[config.mk]
export PLATFORM = sky130hd
export DESIGN_NAME = bl_duty_conv
export DESIGN_NICKNAME = d
export VERILOG_FILES = /design/src/rtl/bl_conv_pkg.sv /design/src/rtl/bl_fwd_math.sv /design/src/rtl/bl_rev_round.sv /design/src/rtl/bl_rdiv.sv /design/src/rtl/bl_duty_conv.sv
export SDC_FILE = /design/constraint.sdc
export NUM_CORES = 2
export LEC_CHECK = 0
export ABC_AREA = 1
export BUFFER_PORTS_ARGS = -buffer_cell sky130_fd_sc_hd__buf_2
export CAP_MARGIN = 30
export CORE_UTILIZATION = 30
export CTS_BUF_LIST = sky130_fd_sc_hd__clkbuf_4 sky130_fd_sc_hd__clkbuf_8
export CTS_CLUSTER_SIZE = 14
export DETAILED_ROUTE_END_ITERATION = 12
export PLACE_DENSITY_LB_ADDON = 0.05
export SYNTH_ARGS = -nofsm -noshare
export SYNTH_HDL_FRONTEND = slang
export SYNTH_SLANG_ARGS = --single-unit
[constraint.sdc]
create_clock -name clk -period 11.7 [get_ports clk]
set_clock_uncertainty 0.15 [all_clocks]
set_input_delay 1.17 -clock clk [delete_from_list [all_inputs] [get_ports clk]]
set_output_delay 1.17 -clock clk [all_outputs]
set_load 0.05 [all_outputs]
[src/rtl/bl_conv_pkg.sv]
package bl_conv_pkg;
    typedef enum logic [2:0] {
        S_IDLE,
        S_FWD,
        S_DIV,
        S_RND,
        S_DONE
    } conv_state_e;
endpackage

[src/rtl/bl_fwd_math.sv]
// Level-to-duty arithmetic: scale by the masked period, drop n bits, round half up.
module bl_fwd_math #(
    parameter int W  = 16,
    parameter int NW = $clog2(W) + 1
) (
    input  logic [W:0]    level,
    input  logic [W-1:0]  per_m,
    input  logic [NW-1:0] n,
    output logic [W-1:0]  duty
);
    localparam int PW = 2 * W + 1;

    logic [PW-1:0] prod;

    assign prod = PW'(level) * PW'(per_m);
    assign duty = W'(prod >> n) + W'(prod[n - NW'(1)]);
endmodule

[src/rtl/bl_rev_round.sv]
// Reverse tail: halve-and-round the quotient, rescale by the period, round at bit n-1.
module bl_rev_round #(
    parameter int W     = 16,
    parameter int NW    = $clog2(W) + 1,
    parameter int DVD_W = 2 * W + 1
) (
    input  logic [DVD_W-1:0] quo,
    input  logic [W-1:0]     per,
    input  logic [NW-1:0]    n,
    output logic [W-1:0]     level
);
    localparam int PW = DVD_W + W;

    logic [DVD_W-1:0] q_half;
    logic [PW-1:0]    prod;

    assign q_half = DVD_W'(({1'b0, quo} + (DVD_W + 1)'(1)) >> 1);
    assign prod   = PW'(q_half) * PW'(per);
    assign level  = W'(prod >> n) + W'(prod[n - NW'(1)]);
endmodule

[src/rtl/bl_rdiv.sv]
// Restoring divider datapath; the parent FSM sequences load and step.
module bl_rdiv #(
    parameter int DW = 33,
    parameter int VW = 16
) (
    input  logic          clk,
    input  logic          rst_n,
    input  logic          load,
    input  logic          step,
    input  logic [DW-1:0] dividend,
    input  logic [VW-1:0] divisor,
    output logic [DW-1:0] quotient
);
    logic [DW-1:0] acc;
    logic [VW-1:0] rem;
    logic [VW:0]   trial;
    logic          fits;

    assign trial    = {rem, acc[DW-1]};
    assign fits     = trial >= {1'b0, divisor};
    assign quotient = acc;

    always_ff @(posedge clk) begin
        if (!rst_n) begin
            acc <= '0;
            rem <= '0;
        end else if (load) begin
            acc <= dividend;
            rem <= '0;
        end else if (step) begin
            acc <= {acc[DW-2:0], fits};
            rem <= fits ? VW'(trial - {1'b0, divisor}) : VW'(trial);
        end
    end

    // partial remainder always stays below the divisor
    p_rem_below_r6: assert property (@(posedge clk) disable iff (!rst_n)
        step |=> (rem < divisor));
endmodule

[src/rtl/bl_duty_conv.sv]
module bl_duty_conv
    import bl_conv_pkg::*;
#(
    parameter int W = 16
) (
    input  logic                 clk,
    input  logic                 rst_n,
    input  logic                 req_valid,
    output logic                 req_ready,
    input  logic                 req_dir,
    input  logic [W:0]           req_level,
    input  logic [W-1:0]         req_duty,
    input  logic [W-1:0]         req_period,
    input  logic [$clog2(W)-1:0] req_bitcnt,
    input  logic                 req_frac,
    output logic                 res_valid,
    output logic [W-1:0]         res_value,
    output logic [7:0]           res_byte
);
    localparam int NW    = $clog2(W) + 1;
    localparam int DVD_W = 2 * W + 1;
    localparam int CW    = $clog2(DVD_W + 1);

    conv_state_e state, nxt;

    logic          dir_q;
    logic [NW-1:0] n_q;
    logic [W:0]    lvl_q;
    logic [W-1:0]  per_q;
    logic [CW-1:0] cnt;

    logic [NW-1:0]    n_in;
    logic [W-1:0]     pmask, dmask, per_m, duty_m, per_r;
    logic [DVD_W-1:0] dividend, quo;
    logic [W-1:0]     fwd_duty, rev_val;
    logic             accept, div_load, div_step;

    // request decode: width code, period mask, duty mask, zero-period substitute
    assign n_in     = (req_bitcnt == '0) ? NW'(W) : {1'b0, req_bitcnt};
    assign pmask    = (W'(1) << n_in) - W'(1);
    assign per_m    = req_period & pmask;
    assign dmask    = req_frac ? '1 : (pmask << (NW'(W) - n_in));
    assign duty_m   = req_duty & dmask;
    assign per_r    = (per_m == '0) ? '1 : per_m;
    assign dividend = DVD_W'(duty_m) << (n_in + NW'(1));

    always_ff @(posedge clk) begin
        if (!rst_n) state <= S_IDLE;
        else        state <= nxt;
    end

    always_comb begin
        nxt = state;
        unique case (state)
            S_IDLE: if (req_valid) nxt = req_dir ? S_DIV : S_FWD;
            S_FWD:  nxt = S_DONE;
            S_DIV:  if (cnt == CW'(DVD_W - 1)) nxt = S_RND;
            S_RND:  nxt = S_DONE;
            S_DONE: nxt = S_IDLE;
            default: nxt = S_IDLE;
        endcase
    end

    always_comb begin
        req_ready = (state == S_IDLE);
        res_valid = (state == S_DONE);
        accept    = (state == S_IDLE) && req_valid;
        div_load  = accept && req_dir;
        div_step  = (state == S_DIV);
    end

    bl_fwd_math #(.W(W), .NW(NW)) u_fwd (
        .level (lvl_q),
        .per_m (per_q),
        .n     (n_q),
        .duty  (fwd_duty)
    );

    bl_rdiv #(.DW(DVD_W), .VW(W)) u_div (
        .clk      (clk),
        .rst_n    (rst_n),
        .load     (div_load),
        .step     (div_step),
        .dividend (dividend),
        .divisor  (per_q),
        .quotient (quo)
    );

    bl_rev_round #(.W(W), .NW(NW), .DVD_W(DVD_W)) u_rnd (
        .quo   (quo),
        .per   (per_q),
        .n     (n_q),
        .level (rev_val)
    );

    always_ff @(posedge clk) begin
        if (!rst_n) begin
            dir_q     <= 1'b0;
            n_q       <= NW'(W);
            lvl_q     <= '0;
            per_q     <= '0;
            cnt       <= '0;
            res_value <= '0;
            res_byte  <= '0;
        end else begin
            if (accept) begin
                dir_q <= req_dir;
                n_q   <= n_in;
                lvl_q <= req_level;
                per_q <= req_dir ? per_r : per_m;
                cnt   <= '0;
            end
            if (div_step) cnt <= cnt + CW'(1);
            if (state == S_FWD) begin
                res_value <= fwd_duty;
                res_byte  <= lvl_q[W] ? 8'hFF : lvl_q[W-1 -: 8];
            end
            if (state == S_RND) begin
                res_value <= rev_val;
                res_byte  <= rev_val[W-1 -: 8];
            end
        end
    end

    // an accepted request makes the block busy
    p_accept_busy_r8: assert property (@(posedge clk) disable iff (!rst_n)
        (req_valid && req_ready) |=> !req_ready);

    // single-cycle strobe, then idle again
    p_pulse_r9: assert property (@(posedge clk) disable iff (!rst_n)
        res_valid |=> (!res_valid && req_ready));

    // the divisor is never zero while dividing
    p_per_nz_r5: assert property (@(posedge clk) disable iff (!rst_n)
        (state == S_DIV) |-> (per_q != '0));

    // a saturated forward level reports a full byte
    p_byte_sat_r7: assert property (@(posedge clk) disable iff (!rst_n)
        (res_valid && !dir_q && lvl_q[W]) |-> (res_byte == 8'hFF));
endmodule

==> results.md <==
Run status:
- The run finished with clean final reports.

Synthesis:
- Yosys attributes the largest share of cell area to fa_1 31%, nand2_1 17%, inv_1 11%.
- Of the total synthesized cell area, the portion taken by AND, OR, NAND and NOR gates is 0.338.
- The number of warning messages in the yosys log is 0.
- The main flop type after synthesis is dfxtp_1.
- The combinational family with the most area after synthesis is adder cells.
- Of the post-synthesis cell area, the dominant cell type holds 0.311.
- The register area share after synthesis is 0.0582.
- The area share of fa/ha/maj cells after synthesis is 0.387.
- The number of distinct library cells after synthesis is 57.
- nand2_1 is the most common cell in the netlist.
- The share of synthesized area spent on multiplexers is 0.
- The cell taking the most area after synthesis is fa_1.
- Counting flops and latches in the post-synthesis netlist gives 120.
- The post-synthesis cell count is about 6400.
- Counting every net in the synthesized netlist gives 7337.
- The compound-cell area share of the yosys netlist is 0.0601.
- The synthesized area divided by synthesized cell count is approximately 6.5 um^2.
- The synthesized netlist occupies a cell area of around 41000 um^2.
- Of all flip-flops after synthesis, the portion carrying an async set or reset was 0.
- Sorting the synthesized cells by how often they occur yields 1873 x nand2_1, 1264 x inv_1, 806 x nand3_1.
- Of the total synthesized cell area, the portion taken by XOR and XNOR cells is 0.0129.
- Yosys mapped a number of flops with a built-in enable equal to 0.

Timing:
- The count of final hold-check violations came to 0.
- The max-slew violation total from the final report is 0.
- The upper clock frequency limit is around 97 MHz.
- Setup violations remaining at the end of the flow were counted as 0.
- Setup repair after global routing left no endpoint under its margin.
- The clock period could shrink to a little over 10000 ps.
- The worst slew margin relative to its limit is 0.316.
- In the finished design, the share of the clock period the worst path needs comes to 0.884.
- The transition time at the pin with the least slew margin is around 1000 ps.
- In the post-route analysis, the smallest setup slack over all paths is between 1000 and 1500 ps.
- The final sum of negative setup slack is 0 ps.

Drt:
- The routed layout has roughly 41000 vias.
- After the first detailed-routing iteration, the DRC count stood at roughly 3300.
- The count of antenna-violating nets left after detailed routing is 0.
- The number of detailed-routing iterations run before antenna repair is 6.
- The final layout contains routed wiring with a total length of approximately 170 mm.
- In the routed design, unresolved DRC markers number 0.
- The via density per instance is between 5 and 6.
- The detailed-route wire length per cell is roughly 21 um.

Worst setup path:
- The largest stage delay on the critical path is around 600 ps.
- STA puts the critical path data arrival time at around 11000 ps.
- The most numerous cell on the critical path is nand2_1.
- The reg-to-reg setup timing slack is around 1400 ps.
- On the critical path, the stage with the largest delay is an instance of fa_1.
- The worst setup path is launched from a flop.
- The type of element capturing the critical path is a flop.
- At the worst endpoint, the required time is 12060 ps.
- The critical path is of the flop to flop type.
- The critical-path maximum fanout is 9.

CTS:
- The H-tree level count is 4.
- The hold buffer count at cts is 0.
- The cell at the root of the clock tree is clkbuf_8.
- The clock reaches the later pin of the worst-skew pair after about 610 ps.
- After clock tree synthesis, the clock-pin slew on the worst setup and hold paths is ~100 ps.
- The maximum root-to-sink buffer count is 2.
- The TritonCTS clock tree is done.
- TritonCTS created 17 clock buffers.
- The post-CTS setup buffer count is 0.
- The quantity of gates resized following cts is 0.
- The clock net sink count is between 100 and 150.

Power:
- Total power for the finished layout comes to slightly below 5 mW.
- The leakage power is between 20 and 25 nW.
- In this run the power density over the cells is between 100 and 150 nW/um^2.
- VDD sags by at most between 0.08 and 0.09 mV.

Global route:
- Across every metal layer, demand over resource in global routing totals 0.252.
- The via count of the first global-routing pass came to about 41000.
- Global routing finished with a remaining overflow of 0.
- The largest net degree at the start of global routing is 80.
- The initial antenna violation count is 11.
- The wire length of the first global-routing pass is around 270 mm.

Layout:
- In the final layout, the share of cells above drive strength 1 is 0.0491.
- The layout net count is between 7000 and 8000.
- The post-route core utilization is 0.324.
- The final instance area is 44000 um^2.
- The layout overhead on the synthesized area is 6.65%.

Place:
- The global placer's final weighted congestion is between 0.9 and 1.
- The half-perimeter wire length after detailed placement is approximately 140 mm.
- The post-place instance area is around 44000 um^2.
- Buffers placed on the I/O ports in this run total between 80 and 90.
- The post-placement worst setup slack is 1440 ps.

Job:
- The tool flagged a number of max-cap violations equal to 0.

Worst hold path:
- The path class of the lowest-slack min-delay path is flop to flop.

Floorplanning:
- Measured along the x axis, the die boundary spans 373 um.
- The cell row count is about 140.
- 84 I/O pins were placed.
- The die covers around 140000 um^2.
- The initial utilization of the core area, before any placement, comes to 0.303.
- The y dimension of the die is roughly 370 um.
- The floorplan step defined a core boundary enclosing between 100000 and 150000 um^2.
worst paths after layout:
check,depth (start not counted),to,from
worst max register to register,48,res_value[10],u_div.quotient[0]
worst min-delay path,2,lvl_q[15],lvl_q[15]
worst min register to register,2,lvl_q[15],lvl_q[15]
worst max-delay path,48,res_value[10],u_div.quotient[0]
cell families after synthesis:
| logic type | count (synthesis) |
|---|---|
| simple gates | 3292 |
| buf+inv | 1571 |
| fa+ha+maj | 892 |
| compound gates | 454 |
| flops | 120 |
| xor+xnor | 58 |
state kept, by name (all words and copies together), names as in the netlist:
name,flops
n_q,5
u_div.rem,16
per_q,16
res_byte,8
u_div.quotient,33
state,3
lvl_q,17
cnt,6
res_value,16
final cells by class:
type,count,area [um^2]
clock inverter,14,171
inverter,1292,4850
fill,15100,92000
antenna,2,5.00
sequential,120,2440
multi-input combinational,4696,33000
clock buffer,18,241
timing repair buffer,168,1090
tap,1781,2230
per-layer routing:
metal	wire length, um	GRT usage
met1	87000	0.382
met2	75200	0.387
met3	8760	0.0258
met4	2370	0.0409
met5	13	0
power breakdown:
group	total, mW	internal, mW	switching [mW]
Sequential	0.572	0.451	0.121
Combinational	3.81	1.14	2.67
Clock	0.469	0.214	0.255
per-stage QoR:
stage	hold slack [ps]	cells
final	339	8091
after global routing	366	8090
after CTS	340	8087
after detailed placement	327	8055
after global placement	314	8054
after floorplan	305	6387
placed cells by master (no fill, tap or decap), types with 15 or more instances in the layout:
| master | n |
|---|---|
| a31oi_1 | 42 |
| nand3_1 | 806 |
| fa_1 | 640 |
| nand4_1 | 80 |
| xor2_1 | 34 |
| xnor2_1 | 20 |
| clkinv_1 | 15 |
| nand2_2 | 17 |
| nand2_1 | 1872 |
| buf_2 | 83 |
| o21ai_0 | 141 |
| clkbuf_8 | 17 |
| a21oi_1 | 208 |
| dfxtp_1 | 101 |
| nor2_2 | 21 |
| buf_4 | 83 |
| nor3_1 | 29 |
| ha_1 | 252 |
| o211ai_1 | 15 |
| inv_1 | 1262 |
| nor2_1 | 410 |
critical path, delay by kind of cell (launching register included):
family / cells / cell delay [ps]
simple gates: 30 / 4400
buf+inv: 4 / 350
compound gates: 4 / 610
flops: 1 / 400
fa+ha+maj: 10 / 4350
(Power assumes the default switching activity.)
